$ cat src/rtl/tw_pkg.sv
package tw_pkg;
  localparam int unsigned TW_PORT_W = 4;
  localparam int unsigned TW_SF_W   = 15;
  localparam int unsigned TW_SYNC   = 2;
endpackage

$ cat src/rtl/tw_sync.sv
module tw_sync #(
  parameter int unsigned W      = 3,
  parameter int unsigned STAGES = 2
) (
  input  logic         clk,
  input  logic         rst,
  input  logic [W-1:0] d_async,
  output logic [W-1:0] d_sync,
  output logic [W-1:0] d_prev
);
  logic [W-1:0] stg [STAGES];

  generate
    for (genvar s = 0; s < STAGES; s++) begin : g_stage
      if (s == 0) begin : g_first
        always_ff @(posedge clk) begin
          if (rst) stg[0] <= '0;
          else     stg[0] <= d_async;
        end
      end else begin : g_next
        always_ff @(posedge clk) begin
          if (rst) stg[s] <= '0;
          else     stg[s] <= stg[s-1];
        end
      end
    end
  endgenerate

  always_ff @(posedge clk) begin
    if (rst) d_prev <= '0;
    else     d_prev <= stg[STAGES-1];
  end

  assign d_sync = stg[STAGES-1];
endmodule

$ cat src/rtl/tw_shifter.sv
module tw_shifter #(
  parameter int unsigned WORD_W = 19
) (
  input  logic              clk,
  input  logic              rst,
  input  logic              enable_mode,
  input  logic              dat_s,
  input  logic              sck_s,
  input  logic              sck_d,
  input  logic              en_s,
  input  logic              en_d,
  output logic [WORD_W-1:0] word,
  output logic              en_fall,
  output logic              load
);
  localparam int unsigned CNT_W = $clog2(WORD_W + 2);
  localparam logic [CNT_W-1:0] CNT_FULL = CNT_W'(WORD_W);
  localparam logic [CNT_W-1:0] CNT_SAT  = CNT_W'(WORD_W + 1);

  logic [CNT_W-1:0] cnt;
  logic en_rise, sck_fall;

  assign en_rise  = en_s & ~en_d;
  assign en_fall  = ~en_s & en_d;
  assign sck_fall = ~sck_s & sck_d;

  always_ff @(posedge clk) begin
    if (rst) begin
      cnt  <= '0;
      word <= '0;
    end else if (!enable_mode) begin
      cnt <= '0;
    end else if (en_rise) begin
      cnt <= '0;
    end else if (en_s && sck_fall) begin
      word <= {word[WORD_W-2:0], dat_s};
      if (cnt != CNT_SAT) cnt <= cnt + 1'b1;
    end
  end

  assign load = enable_mode & en_fall & (cnt == CNT_FULL);

  AST_CNT_BOUND: assert property (@(posedge clk) disable iff (rst)
    cnt <= CNT_SAT);
  AST_CNT_CLEAR: assert property (@(posedge clk) disable iff (rst)
    (en_rise && enable_mode) |=> (cnt == '0));
  AST_LOW_EN_NOCOUNT: assert property (@(posedge clk) disable iff (rst)
    (!en_s && !en_rise) |=> $stable(word));
endmodule

$ cat src/rtl/tw_word_latch.sv
module tw_word_latch #(
  parameter int unsigned PORT_W = 4,
  parameter int unsigned SF_W   = 15
) (
  input  logic                   clk,
  input  logic                   rst,
  input  logic                   load,
  input  logic [PORT_W+SF_W-1:0] word,
  output logic [SF_W-1:0]        scale_q,
  output logic [PORT_W-1:0]      port_q
);
  always_ff @(posedge clk) begin
    if (rst) begin
      scale_q <= '0;
      port_q  <= '0;
    end else if (load) begin
      port_q  <= word[PORT_W+SF_W-1:SF_W];
      scale_q <= word[SF_W-1:0];
    end
  end
endmodule

$ cat src/rtl/tw_pin_route.sv
module tw_pin_route (
  input  logic clk,
  input  logic rst,
  input  logic mode_3w,
  input  logic lock_in,
  input  logic alt_pump_hi,
  input  logic alt_sw1,
  output logic pump_hi,
  output logic sw1_on
);
  always_ff @(posedge clk) begin
    if (rst) begin
      pump_hi <= 1'b0;
      sw1_on  <= 1'b0;
    end else begin
      pump_hi <= mode_3w ? 1'b1    : alt_pump_hi;
      sw1_on  <= mode_3w ? lock_in : alt_sw1;
    end
  end
endmodule

$ cat src/rtl/tw_loader_top.sv
module tw_loader_top #(
  parameter int unsigned PORT_W      = tw_pkg::TW_PORT_W,
  parameter int unsigned SF_W        = tw_pkg::TW_SF_W,
  parameter int unsigned SYNC_STAGES = tw_pkg::TW_SYNC
) (
  input  logic              clk,
  input  logic              rst,
  input  logic              mode_3w,
  input  logic              ser_dat,
  input  logic              ser_clk,
  input  logic              ser_en,
  input  logic              lock_in,
  input  logic              alt_pump_hi,
  input  logic              alt_sw1,
  output logic [SF_W-1:0]   scale_q,
  output logic [PORT_W-1:0] port_q,
  output logic              pump_hi,
  output logic              sw1_on
);
  localparam int unsigned WORD_W = PORT_W + SF_W;

  logic [2:0] line_s, line_d;
  logic [WORD_W-1:0] word_w;
  logic load_w, en_fall_w;

  tw_sync #(.W(3), .STAGES(SYNC_STAGES)) i_sync (
    .clk(clk), .rst(rst),
    .d_async({ser_en, ser_clk, ser_dat}),
    .d_sync(line_s), .d_prev(line_d)
  );

  tw_shifter #(.WORD_W(WORD_W)) i_shift (
    .clk(clk), .rst(rst), .enable_mode(mode_3w),
    .dat_s(line_s[0]), .sck_s(line_s[1]), .sck_d(line_d[1]),
    .en_s(line_s[2]), .en_d(line_d[2]),
    .word(word_w), .en_fall(en_fall_w), .load(load_w)
  );

  tw_word_latch #(.PORT_W(PORT_W), .SF_W(SF_W)) i_latch (
    .clk(clk), .rst(rst), .load(load_w), .word(word_w),
    .scale_q(scale_q), .port_q(port_q)
  );

  tw_pin_route i_route (
    .clk(clk), .rst(rst), .mode_3w(mode_3w), .lock_in(lock_in),
    .alt_pump_hi(alt_pump_hi), .alt_sw1(alt_sw1),
    .pump_hi(pump_hi), .sw1_on(sw1_on)
  );

  AST_LATCH_ON_FALL: assert property (@(posedge clk) disable iff (rst)
    !($stable(scale_q) && $stable(port_q)) |-> $past(en_fall_w));
  AST_OFF_MODE_HOLD: assert property (@(posedge clk) disable iff (rst)
    !mode_3w |=> ($stable(scale_q) && $stable(port_q)));
  AST_PUMP_FORCED: assert property (@(posedge clk) disable iff (rst)
    mode_3w |=> pump_hi);
  AST_SW1_LOCK: assert property (@(posedge clk) disable iff (rst)
    mode_3w |=> (sw1_on == $past(lock_in)));
endmodule

$ cat config.mk
export PLATFORM = sky130hd
export DESIGN_NAME = tw_loader_top
export DESIGN_NICKNAME = d
export VERILOG_FILES = /design/src/rtl/tw_pkg.sv /design/src/rtl/tw_sync.sv /design/src/rtl/tw_shifter.sv /design/src/rtl/tw_word_latch.sv /design/src/rtl/tw_pin_route.sv /design/src/rtl/tw_loader_top.sv
export SDC_FILE = /design/constraint.sdc
export NUM_CORES = 1
export LEC_CHECK = 0
export BUFFER_PORTS_ARGS = -buffer_cell sky130_fd_sc_hd__buf_4
export CAP_MARGIN = 10
export CORE_MARGIN = 3
export CORE_UTILIZATION = 55
export DETAILED_ROUTE_END_ITERATION = 10
export GPL_TIMING_DRIVEN = 1
export PLACE_DENSITY = 0.82
export SYNTH_ARGS = -nofsm -noshare
export SYNTH_HDL_FRONTEND = slang
export SYNTH_HIERARCHICAL = 1
export SYNTH_SLANG_ARGS = --single-unit
$ cat constraint.sdc
create_clock -name clk -period 1.7 [get_ports clk]
set_input_delay 0.085 -clock clk [delete_from_list [all_inputs] [get_ports clk]]
set_output_delay 0.085 -clock clk [all_outputs]
set_load 0.01 [all_outputs]
**Yosys cells after proc, flatten, opt, wreduce, memory -nomap -nowiden**

Memories as Yosys holds them, arrays and structs flattened.
Index checks and enable logic that the tools add are counted.

- Register bits: 48
- Memory bits (writable): 6
- Input bits: 9
- Output and inout port bits: 21
- Logic and storage cells: 34
- Memories kept: 1

Memory list:

| name | words | width | rd ports | clocked after memory_dff | wr ports | line | text |
|---|---|---|---|---|---|---|---|
| i_sync.stg | 2 | 3 | 2 | 0 | 2 | tw_sync.sv:11 | `logic [W-1:0] stg [STAGES];` |

- Add/sub/neg operators: 1
- Eq/ne operators: 2
- Multiplexer cells: 7
- Bitwise operators: 12
- Reductions and logical operators: 4

Operators by type and width:

| operator | count |
|---|---|
| 3-bit 2-to-1 mux | 2 |
| 5-bit by 1-bit adder with 5-bit output (second input constant) | 1 |
| 1-bit bitwise AND | 5 |
| 5-bit == test (second input constant) | 1 |
| 1-bit 2-to-1 mux | 5 |
| 5-bit != test (second input constant) | 1 |
| 1-bit NOT | 5 |
| 3-bit AND reduction | 1 |
| 3-bit OR reduction | 1 |
| 1-bit OR | 2 |
| 2-bit AND reduction | 1 |
| 1-bit logical AND | 1 |

**Longest topological paths before layout**

- Depth in word-level cells: 4
- Depth in mapped cells: 8
- Mapped depth without buffers: 6

**By module**

Netlist, hierarchy kept.

By module, submodules not included:

| module | times used | cells each | area each (um^2) |
|---|---|---|---|
| tw_shifter | 1 | 125 | 1034.7 |
| tw_word_latch | 1 | 61 | 683.2 |
| tw_sync | 1 | 18 | 236.5 |
| tw_pin_route | 1 | 6 | 61.3 |

**Worst setup path after synthesis**

No wires, ideal clock.

- Path kind: register to register
- Start point: register i_shift.cnt[0]
- End point: register i_latch.scale_q[10]
- Setup time: 117 ps
- Arrival time: 1416 ps
- Data required time: 1583 ps
- Setup slack: 167 ps
- Stages on the path, launching flop included: 9
- Buffers on the path: 2
- Period minus slack after synthesis: 1533 ps
- Path through: dfxtp_1 ha_1 nand2_1 nor2_1 and4b_2 buf_6 buf_12 mux2i_1 nor2_1

- Longest elaborated chain between the ends: 2

Ends and longest elaborated chain:

| element | line | text |
|---|---|---|
| start, declared | tw_shifter.sv:20 | `logic [CNT_W-1:0] cnt;` |
| start signal, assigned | tw_shifter.sv:37 | `if (cnt != CNT_SAT) cnt <= cnt + 1'b1;` |
| 5-bit == test | tw_shifter.sv:41 | `assign load = enable_mode & en_fall & (cnt == CNT_FULL);` |
| 1-bit bitwise AND | tw_shifter.sv:41 |  |
| via load_w | tw_loader_top.sv:24 | `logic load_w, en_fall_w;` |
| end signal, assigned | tw_word_latch.sv:18 | `scale_q <= word[SF_W-1:0];` |
| end, declared | tw_word_latch.sv:9 | `output logic [SF_W-1:0] scale_q,` |

The timed path passes the listed nets, and every way through them passes these cells.
A chain may end at the register's enable or synchronous reset.

**Final worst setup path**

- Start point: register i_shift.cnt[1]
- End point: register i_latch.scale_q[12]

The elaborated chain is that of the path after synthesis.

==> results.json <==
{
  "status": "finished, final reports clean",
  "max_cap_viol_count": 0,
  "area.sequential_sq_um": 1060,
  "drtIter0Drc": 113,
  "first_global_vias": 1299,
  "initial_utilization_pct": 58.2,
  "grt_max_degree": 34,
  "p_per_area_nw_per_um2": 786,
  "routabilityCongestion": 0.745,
  "h-tree-depth": 2,
  "syn_nets": 219,
  "drive_above_1_share_pct": 19.4,
  "io_buffers": 29,
  "cts_buffer_depth": 2,
  "syn_to_final_growth_pct": 18.4,
  "fp.coreArea_sq_um": 3420,
  "critPathRequiredTime_ns": 1.96,
  "die_area_sq_um": 4370,
  "clk_latency_ns": 0.37,
  "min_path_type": "primary input to flop",
  "worst_slack_ns": 0.155,
  "overflow": 0,
  "vias_per_cell": 5.41,
  "vias": 1557,
  "peakVddDrop_uv": 565,
  "hold_viol_final": 0,
  "post-place-ws_ns": 0.0907,
  "setup_viol": 0,
  "cp.arrival_ns": 1.81,
  "diodes": 0,
  "setup_tns_ns": 0,
  "cts_root_buf": "clkbuf_4",
  "tritoncts": "yes",
  "report.final.slew_viol_count": 0,
  "dpl.hpwl_mm": 2.18,
  "min_period_ns": 1.54,
  "rsz0062_at_grt": "no",
  "drc": 0,
  "n_fill_cell": 282,
  "syn_inst": 208,
  "p_leak_uw": 0.000846,
  "tightest_slew_ns": 0.520,
  "fin_nets": 253,
  "die_h_um": 66.1,
  "syn-cell-area_sq_um": 1990,
  "drt_wl_total_mm": 3.50,
  "finClkSkew_ns": 0.00755,
  "worstSetupPathType": "flop to flop",
  "rows": 21,
  "die_x_um": 66.1,
  "grt_use_total_pct": 17.7,
  "clkTransAtPathRegs_ns": 0.14,
  "start_kind": "flop",
  "clock_sink_count": 53,
  "drt_pass1_iterations": 4,
  "crit_fanout": 19,
  "max_freq_mhz": 647,
  "wl_per_cell_um": 12.2,
  "ant_nets": 0,
  "multi_input_comb_area_sq_um": 835,
  "grt_pass1_wl_mm": 5.95,
  "finalCritPeriodShare_pct": 90.9,
  "slew-limit-headroom_pct": 65.3,
  "cts_made_buffers": 5,
  "end_kind": "flop",
  "ys_warn_count": 6,
  "fin_util_pct": 68.9,
  "antenna_found_initial": 0,
  "avgSynthCellArea_sq_um": 9.56,
  "ios": 30
}
final cells by class:
class,instances,share of cell area (%)
sequential,53,45.2
multi-input combinational,138,35.4
clock inverter,1,0.372
inverter,3,0.478
tap,46,2.44
timing repair buffer,41,14.3
clock buffer,6,1.75
sequential cells by signal, summed over array words and instances (netlist names):
| register | count |
|---|---|
| i_latch/scale_q | 15 |
| i_route/sw1_on | 1 |
| i_route/pump_hi | 1 |
| i_sync/d_prev | 2 |
| i_shift/cnt | 5 |
| i_latch/port_q | 4 |
| i_shift/word | 19 |
| i_sync/stg | 6 |
stage by stage:
stage | area (sq um) | hold WS, ns | power (uW) | cells
floorplan | 1990 | 0.157 | 1310 | 208
global placement | 2230 | 0.293 | 1340 | 274
detailed placement | 2230 | 0.296 | 1340 | 274
CTS | 2350 | 0.0694 | 1870 | 288
global route | 2350 | 0.0661 | 1940 | 288
finish | 2350 | 0.0770 | 1850 | 288
final timing paths:
check                                 startpoint                  end  slack [ns]  cells after the start
worst max-delay path              i_shift/cnt[1]  i_latch/scale_q[12]        0.16                      7
worst min register to register  i_sync/stg[0][0]     i_sync/stg[1][0]        0.45                      1
worst max register to register    i_shift/cnt[1]  i_latch/scale_q[12]        0.16                      7
worst min-delay path                         rst   i_latch/scale_q[9]        0.08                      2
per-layer routing:
| metal | track usage (%) | part of all wire [%] | up-vias | wire, um |
|---|---|---|---|---|
| li1 | - | - | 790 | - |
| met1 | 23.3 | 47 | 711 | 1640 |
| met3 | 6.12 | 6.2 | 5 | 218 |
| met2 | 26.3 | 45 | 51 | 1590 |
| met5 | 0 | 0 | - | 0 |
| met4 | 7.11 | 1.6 | 0 | 57 |
cell usage in the layout (no fill, tap or decap), drive strengths merged:
cell and n:
nor2 23, nand3 22, o21ai 21, mux2i 20, nor3b 1, and2 2
nor2b 9, nand4 2, nand3b 2, and4b 2, dfxtp 53, and3b 1
dlygate4sd3 7, clkinv 1, nand2 2, clkbuf 6, nand4b 1, or4 1
a21oi 24, o31ai 1, buf 34, ha 2, a31o 1, nand2b 1
inv 3
where the power goes:
part / total (uW) / switching (uW) / internal, uW / leakage [uW]
registers: 1260 / 3.64 / 1250 / 0.000430
clock network: 519 / 361 / 158 / 0.0000283
logic: 74.3 / 36.9 / 37.3 / 0.000388
total: 1850 / 402 / 1450 / 0.000846
critical path, cell delays in order, from the launching register on:
cell     delay, ns
dfxtp_2       0.37
ha_2          0.22
nand2_1       0.07
nor2_1        0.08
and4b_2       0.27
buf_12        0.18
mux2i_1       0.20
nor2_1        0.05
what timing repair did:
| item | CTS | global route |
|---|---|---|
| gates resized for setup | 0 | 3 |
| buffers inserted | 0 | 0 |
| hold buffers | 7 | 0 |
| setup endpoints to repair | 0 | 19 |
| hold endpoints to repair | 5 | 0 |
No activity file was read; power rests on OpenSTA's default activity.
